File: src/rtl/bfp_scale_pkg.sv
package bfp_scale_pkg;

  typedef enum logic [2:0] {
    RDX2       = 3'd0,
    RDX3       = 3'd1,
    RDX4_FIRST = 3'd2,
    RDX4       = 3'd3,
    RDX5       = 3'd4
  } radix_e;

  localparam int SHIFT_W = 2;

  // worst-case growth in bits of one layer of the given radix
  function automatic logic [SHIFT_W-1:0] worst_shift(input logic [2:0] code);
    case (radix_e'(code))
      RDX2, RDX3, RDX4_FIRST: return 2'd2;
      RDX4, RDX5:             return 2'd3;
      default:                return 2'd3;
    endcase
  endfunction

endpackage

File: src/rtl/bfp_peak_track.sv
module bfp_peak_track #(
  parameter int DATA_W = 18,
  parameter int MAG_W  = 4
) (
  input  logic              clk,
  input  logic              rst,
  input  logic              clr,
  input  logic              valid,
  input  logic [DATA_W-1:0] re,
  input  logic [DATA_W-1:0] im,
  output logic [MAG_W-1:0]  peak_now
);
  localparam int LANES = 2;

  logic [DATA_W-1:0] lane_in [LANES];
  logic [MAG_W-1:0]  lane_mag [LANES];
  logic [MAG_W-1:0]  peak_q;

  assign lane_in[0] = re;
  assign lane_in[1] = im;

  for (genvar g = 0; g < LANES; g++) begin : g_lane
    logic [MAG_W-1:0] top;
    assign top         = lane_in[g][DATA_W-1 -: MAG_W];
    assign lane_mag[g] = top[MAG_W-1] ? (~top + 1'b1) : top;
  end

  always_comb begin
    peak_now = peak_q;
    if (valid) begin
      for (int i = 0; i < LANES; i++)
        if (lane_mag[i] > peak_now) peak_now = lane_mag[i];
    end
  end

  always_ff @(posedge clk) begin
    if (rst || clr) peak_q <= '0;
    else            peak_q <= peak_now;
  end
endmodule

File: src/rtl/bfp_shift_calc.sv
module bfp_shift_calc
  import bfp_scale_pkg::*;
#(
  parameter int MAG_W = 4
) (
  input  logic [MAG_W-1:0]   peak,
  input  logic [2:0]         radix,
  output logic [SHIFT_W-1:0] shift
);
  logic [SHIFT_W-1:0] margin;
  logic [SHIFT_W-1:0] worst;

  always_comb begin
    margin = 2'd3;
    for (int i = 2; i >= 0; i--)
      if (peak >= MAG_W'(1 << (MAG_W - 2 - i))) margin = SHIFT_W'(i);
  end

  assign worst = worst_shift(radix);
  assign shift = (worst > margin) ? (worst - margin) : '0;
endmodule

File: src/rtl/bfp_exp_accum.sv
module bfp_exp_accum #(
  parameter int EXP_W   = 4,
  parameter int SHIFT_W = 2
) (
  input  logic               clk,
  input  logic               rst,
  input  logic               clr,
  input  logic               add_en,
  input  logic [SHIFT_W-1:0] add_val,
  output logic [EXP_W-1:0]   exp_q
);
  localparam logic [EXP_W:0] EXP_MAX = {1'b0, {EXP_W{1'b1}}};

  logic [EXP_W:0] sum;
  assign sum = {1'b0, exp_q} + (EXP_W+1)'(add_val);

  always_ff @(posedge clk) begin
    if (rst || clr)  exp_q <= '0;
    else if (add_en) exp_q <= (sum > EXP_MAX) ? EXP_MAX[EXP_W-1:0] : sum[EXP_W-1:0];
  end
endmodule

File: src/rtl/bfp_scale_ctrl.sv
module bfp_scale_ctrl
  import bfp_scale_pkg::*;
#(
  parameter int DATA_W = 18,
  parameter int MAG_W  = 4,
  parameter int EXP_W  = 4
) (
  input  logic              clk,
  input  logic              rst,
  input  logic              frame_start,
  input  logic              smp_valid,
  input  logic [DATA_W-1:0] smp_re,
  input  logic [DATA_W-1:0] smp_im,
  input  logic              layer_done,
  input  logic [2:0]        next_radix,
  output logic [1:0]        shift_amt,
  output logic [EXP_W-1:0]  blk_exp
);
  logic [MAG_W-1:0]   peak_now;
  logic [SHIFT_W-1:0] shift_next;
  logic               take;

  assign take = layer_done && !frame_start;

  bfp_peak_track #(.DATA_W(DATA_W), .MAG_W(MAG_W)) u_peak (
    .clk(clk), .rst(rst), .clr(frame_start || layer_done),
    .valid(smp_valid), .re(smp_re), .im(smp_im), .peak_now(peak_now)
  );

  bfp_shift_calc #(.MAG_W(MAG_W)) u_calc (
    .peak(peak_now), .radix(next_radix), .shift(shift_next)
  );

  bfp_exp_accum #(.EXP_W(EXP_W), .SHIFT_W(SHIFT_W)) u_acc (
    .clk(clk), .rst(rst), .clr(frame_start), .add_en(take),
    .add_val(shift_next), .exp_q(blk_exp)
  );

  always_ff @(posedge clk) begin
    if (rst || frame_start) shift_amt <= '0;
    else if (take)          shift_amt <= shift_next;
  end
endmodule

File: config.mk
export PLATFORM = sky130hd
export DESIGN_NAME = bfp_scale_ctrl
export DESIGN_NICKNAME = d
export VERILOG_FILES = /design/src/rtl/bfp_scale_pkg.sv /design/src/rtl/bfp_peak_track.sv /design/src/rtl/bfp_shift_calc.sv /design/src/rtl/bfp_exp_accum.sv /design/src/rtl/bfp_scale_ctrl.sv
export SDC_FILE = /design/constraint.sdc
export NUM_CORES = 1
export LEC_CHECK = 0
export CELL_PAD_IN_SITES_DETAIL_PLACEMENT = 1
export CELL_PAD_IN_SITES_GLOBAL_PLACEMENT = 1
export CORE_ASPECT_RATIO = 0.75
export CORE_MARGIN = 2
export CORE_UTILIZATION = 30
export DETAILED_ROUTE_END_ITERATION = 10
export GPL_TIMING_DRIVEN = 1
export PLACE_DENSITY_LB_ADDON = 0.08
export SLEW_MARGIN = 20
export SYNTH_ARGS = -nofsm -noshare
export SYNTH_HDL_FRONTEND = slang
export SYNTH_HIERARCHICAL = 1
export SYNTH_SLANG_ARGS = --single-unit
File: constraint.sdc
create_clock -name clk -period 10.2 [get_ports clk]
set_input_delay 1.02 -clock clk [delete_from_list [all_inputs] [get_ports clk]]
set_output_delay 1.02 -clock clk [all_outputs]
set_load 0.005 [all_outputs]
==> results of run 1 <==
[layout make-up]
type / instances / area, sq um
fill: 375 / 1930
multi-input combinational: 89 / 744
timing repair buffer: 21 / 210
sequential: 10 / 200
tap: 40 / 50.0
clock buffer: 3 / 41.3
inverter: 11 / 41.3
[through the flow]
stage                     cells  setup WS, ns  utilization [%]  power [uW]  hold slack (ns)
after CTS                   174          3.71             40.0         158            0.533
after global routing        174          3.31             40.0         169            0.559
final                       174          3.75             40.0         155            0.530
after global placement      171          3.54             38.7         114            0.521
after detailed placement    171          3.47             38.7         117            0.519
after floorplan             111          4.80                -        94.3            0.509
[critical path: stages]
cell and delay, ns:
clkdlybuf4s50_1 0.50, inv_1 0.07, ha_1 0.19, nand2b_1 0.15, xnor2_1 0.22, ha_1 0.30, and4_2 0.21, a21oi_4 0.19
mux2i_1 0.48, ha_1 0.34, nor2b_4 0.13, o211ai_2 0.14, a21oi_2 0.14, a41o_1 0.29, a21oi_1 0.23, inv_1 0.07
a211oi_1 0.30, ha_1 0.20, ha_1 0.23, a211oi_2 0.36, ha_1 0.30, a21oi_1 0.21, nor2_1 0.08, o221a_1 0.24
[power breakdown]
part / switching, uW / leakage (uW) / internal, uW
Combinational: 38.7 / 0.000430 / 34.4
Clock: 14.1 / 0.0000216 / 25.7
Sequential: 1.26 / 0.0000810 / 40.8
Total: 54.0 / 0.000533 / 101
[flip-flops by register name (all words and copies together) (netlist names)]
name           count
shift_amt          2
u_acc/exp_q        4
u_peak/peak_q      4
[metal layers]
metal	wire length [um]	track usage, %
met1	1290	19.3
met5	0	0
met3	126	4.49
met4	0	1.92
met2	903	21.7
[cells by family after synthesis]
group	count (synthesis)
buf+inv	12
mux	6
compound gates	27
flops	10
xor+xnor	2
fa+ha+maj	15
simple gates	39
[final timing paths]
| kind | depth (start not counted) | from | to |
|---|---|---|---|
| worst min register to register | 2 | shift_amt[1] | shift_amt[1] |
| worst min-delay path | 2 | shift_amt[1] | shift_amt[1] |
| worst max register to register | 20 | u_peak/peak_q[1] | u_acc/exp_q[3] |
| worst max-delay path | 24 | smp_re[14] | u_acc/exp_q[3] |
[placed cells by master, fill, tap and decap left out, types with 2 or more instances in the layout]
cell	synthesis	routed
clkdlybuf4s50_1	0	21
ha_1	14	14
inv_1	11	11
dfxtp_1	10	10
nor2_1	7	7
nand2_1	6	6
a21oi_1	6	6
mux2i_1	5	5
nand2b_1	4	4
o21ai_0	4	4
nor2b_1	3	3
nor3_1	3	3
clkbuf_8	0	3
nand3_1	3	3
o221a_2	2	2
nand4b_1	2	2
xnor2_1	2	2
nor4b_1	2	2
nor2b_4	2	2
o211ai_2	2	2
==> run metrics, run 1 <==
count leader, synth ha_1; Finished Cell Area 0.00129 sq mm; RSZ-0062 raised after global routing false; initial antenna violation count 0; Ports 50; P_leak roughly 0.00053 uW; via count 889; Fmax achieved between 150 and 200 MHz; worst slew pin tran approximately 0.58 ns; vias in the first global route 920; CTS tree yes; Yosys top cell area share between 20% and 30%; initial core utilization ~30%; Post-Synth Simple-Gate Area about 24%; Post-synth EDFFs 0; FP Rows 18; GP Congestion just under 0.8; clk_lat worst skew 0.23 ns; # clock sinks 10; Final Cycle Share 63.2%; DRT Pass-1 Iters 4; PwrDens around 120 mW/mm^2; Synth top cells by count 14 x ha_1, 11 x inv_1, 10 x dfxtp_1, 7 x nor2_1; WP data arrival approximately 6.6 ns; clk buf depth 2; post-synthesis cell type count roughly 40; top cells by area, synth dfxtp_1 20%, ha_1 18%, mux2i_1 5.1%, inv_1 4.2%, a21oi_1 3.0%; setup TNS 0 ns; setup bufs post-CTS 0; # resized after CTS 0; die height approximately 54 um; Slew Limit Headroom 61.0%; cells after synthesis roughly 110; Layout area overhead 30.1%; core area 0.00322 sq mm; cts hold-fix bufs 0; CP Launch Type input pin; post-synthesis cell area 990 sq um; Post-DP Area between 0.001 and 0.0015 sq mm; post-synthesis adder-cell area fraction between 10% and 20%; Mean Syn Cell Area approximately 8.9 sq um; drt via density just over 5; nature of the critical path endpoint flip-flop; Die X 70.3 um; Max Slew Vio Count 0; Compound-Gate Fraction of Synth Area between 20% and 30%; DR DRC count 0; CTS clk-pin slew, worst paths around 0.05 ns; worst setup path category in -> reg; Diodes inserted 0; layout cells sized above 1 12.7%; routed len/inst 13.4 um; xor/xnor share of the synthesized area under 10%; Hold Fails Final Rpt 0; Overall Global Routing Usage around 14%; worst hold-check path type reg -> reg; DRT antenna net count 0; DR iter-0 viols 15; Final setup viols 0; total gr overflow 0; largest family of logic cells by synthesized area simple AND/OR/NAND/NOR gates; die area 0.00378 sq mm; Crit Path Max Fanout 9; top_reg_cell synth dfxtp_1; WL final 2320 um; leading area contributor after synthesis dfxtp_1; YS warnings 6; peak supply drop between 0.00005 and 0.00006 V; Tmin final between 6 and 7 ns; H-tree levels 1; Final Skew ~0.0042 ns; Post-Synthesis Net Count 170; sequential-to-total area share from yosys stat 20.2%; largest net degree at the start of global routing 14; Worst EP required roughly 10 ns; global-route wire length before repair 4080 um; port bufs 21; CTS Root Cell clkbuf_8; DP HPWL around 2000 um; total of max-cap violations 0; nets between 150 and 200; R2R setup slack between 5 and 6 ns; mux cell area share after synthesis about 6.2%; total CTS buffers 3; async set-reset flop share out of synthesis 0%; status complete, no violations; synthesis-stage register bit count 10
Power figures use the tool's default switching activity.
==> run 2, diff against run 1 <==
--- a/config.mk
+++ b/config.mk
@@ -9,7 +9,7 @@
 export CELL_PAD_IN_SITES_GLOBAL_PLACEMENT = 1
 export CORE_ASPECT_RATIO = 0.75
 export CORE_MARGIN = 2
-export CORE_UTILIZATION = 30
+export CORE_UTILIZATION = 25
 export DETAILED_ROUTE_END_ITERATION = 10
 export GPL_TIMING_DRIVEN = 1
 export PLACE_DENSITY_LB_ADDON = 0.08
==> constraint.sdc (replaced) <==
create_clock -name clk -period 5.9 [get_ports clk]
set_input_delay 0.59 -clock clk [delete_from_list [all_inputs] [get_ports clk]]
set_output_delay 0.59 -clock clk [all_outputs]
set_load 0.005 [all_outputs]
==> run metrics, run 2 (synthesized netlist as in run 1, its figures left out) <==
status complete, no violations; RR Endpoint u_acc/exp_q[0]; clk_lat worst skew 0.23 ns; initial core utilization 26.5%; Hold Fails Final Rpt 0; port bufs 21; WL final about 2800 um; die height slightly below 60 um; FP Rows 19; Final Cycle Share a little over nine tenths; worst hold-check path type reg -> reg; Max Slew Vio Count 0; Crit Path Max Fanout 6; Seq pwr share between 20% and 30%; total gr overflow 0; worst slew pin tran approximately 0.58 ns; nature of the critical path endpoint flip-flop; Final setup viols 0; DR iter-0 viols 18; setup TNS 0 ns; GP Congestion around 0.71; global-route wire length before repair roughly 5000 um; Hold Crit Endpoint shift_amt[1]; DRT Pass-1 Iters 4; final design utilization approximately two fifths; PwrDens 222 mW/mm^2; CTS Root Cell clkbuf_8; crit-path most repeated cell ha_1; Switching Share 33.3%; Internal 218 uW; clock share of power a little over a quarter; Worst Min Path Start shift_amt[1]; Layout area overhead 49.1%; worst setup path category in -> reg; CTS clk-pin slew, worst paths about 0.050 ns; WP data arrival 5.76 ns; peak supply drop approximately 0.00014 V; die area about 0.0045 sq mm; WHS between 0.5 and 0.6 ns; Worst Hold Depth 2; Die X roughly 77 um; most common cell after layout, fill and taps aside clkdlybuf4s50_1; Slew Limit Headroom between 60% and 70%; Tmin final about 5.6 ns; R2R setup slack between 1 and 1.5 ns; total of max-cap violations 0; CTS tree yes; P_leak approximately 0.00061 uW; H-tree levels 1; drt via density approximately 4.7; R2R cell count 22; DP HPWL approximately 2300 um; # clock sinks 10; Largest regs u_acc/exp_q (4), u_peak/peak_q (4), shift_amt (2); DR DRC count 0; nets ~210; commonest non-fill, non-tap cells in the layout 21 x clkdlybuf4s50_1, 14 x ha_1, 13 x buf_4; Worst EP required between 6 and 7 ns; routed len/inst 14.1 um; fin cells 200; initial antenna violation count 0; Design Power roughly 330 uW; Slowest cell on crit path clkdlybuf4s50_1; largest net degree at the start of global routing 14; layout cells sized above 1 between 20% and 30%; Overall Global Routing Usage between 10% and 20%; Final Skew 0.00282 ns; DRT antenna net count 0; via count around 940; core area about 0.0037 sq mm; Logic pwr share between 50% and 60%; CP Launch Type input pin; Fmax achieved approximately 180 MHz; Net Switching about 110 uW; highest cell delay on the worst timing path about 0.5 ns; total CTS buffers 3; reg-to-reg critical path startpoint u_peak/peak_q[1]; Inst Count DP between 150 and 200; Ports 50; vias in the first global route 1,034; Diodes inserted 0; clk buf depth 2
## run 2: changes by cell type in the layout (fill, tap and decap cells not counted), moves of 2 or more
cell / previous run / this run
mux2i_2: 0 / 2
o21ai_0: 4 / 2
buf_4: 0 / 13
mux2i_1: 5 / 2
o21ai_1: 0 / 2
a21oi_1: 6 / 4
## run 2: critical path, delay by kind of cell
kind	cells	cell delay (ns)
multiplexers	1	0.29
AND/OR/NAND/NOR	7	0.87
AO/OA/AOI/OAI	8	1.34
buffers and inverters	4	0.89
adder cells (fa/ha/maj)	6	1.77
## run 2: area by class of cell
type / instances / area, sq um
sequential: 10 / 200
inverter: 11 / 41.3
fill: 449 / 2260
multi-input combinational: 89 / 806
tap: 52 / 65.1
timing repair buffer: 34 / 308
clock buffer: 4 / 55.1
## run 2: worst max-delay path by stage
stage	slack (ns)	start	endpoint	depth (start not counted)
after detailed placement	-0.1	smp_re[14]	u_acc/exp_q[3]	23
after global placement	0.08	smp_re[14]	u_acc/exp_q[0]	24
final	0.26	smp_re[15]	u_acc/exp_q[0]	26
after global routing	-0.06	smp_re[14]	u_acc/exp_q[0]	26
after floorplan	0.93	smp_re[14]	u_acc/exp_q[3]	23
after CTS	0.11	smp_re[14]	u_acc/exp_q[0]	24
## run 2: metrics by stage
stage | setup WS, ns | area, sq um
floorplan | 0.931 | 990
global placement | 0.0762 | 1340
detailed placement | -0.0957 | 1340
CTS | 0.114 | 1400
global route | -0.0600 | 1480
finish | 0.261 | 1480
## run 2: repair_timing
action                                  CTS  global route
hold buffers                              0             0
endpoints found under the setup margin    0             4
setup buffers                             0             2
resized for setup                         0            13
## run 2: power by group through the flow
stage,logic (uW),clock network [uW],registers [uW]
4_1_cts,153,89.6,72.7
3_3_place_gp,145,0,73.9
5_1_grt,188,93.0,73.1
3_5_place_dp,152,0,74.0
6_report,169,86.0,72.7
2_1_floorplan,89.4,0,73.7
## run 2: per-layer routing
layer	track usage [%]	share of wire (%)
met1	16.8	48
met2	25.9	50
met3	2.76	2.4
met4	1.56	0
met5	0	0
==> run 3, diff against run 2 <==
--- a/config.mk
+++ b/config.mk
@@ -13,7 +13,6 @@
 export DETAILED_ROUTE_END_ITERATION = 10
 export GPL_TIMING_DRIVEN = 1
 export PLACE_DENSITY_LB_ADDON = 0.08
-export SLEW_MARGIN = 20
 export SYNTH_ARGS = -nofsm -noshare
 export SYNTH_HDL_FRONTEND = slang
 export SYNTH_HIERARCHICAL = 1
==> results of run 3 <==
Same layout as run 2: the final DEF is identical, and so are final timing and power.
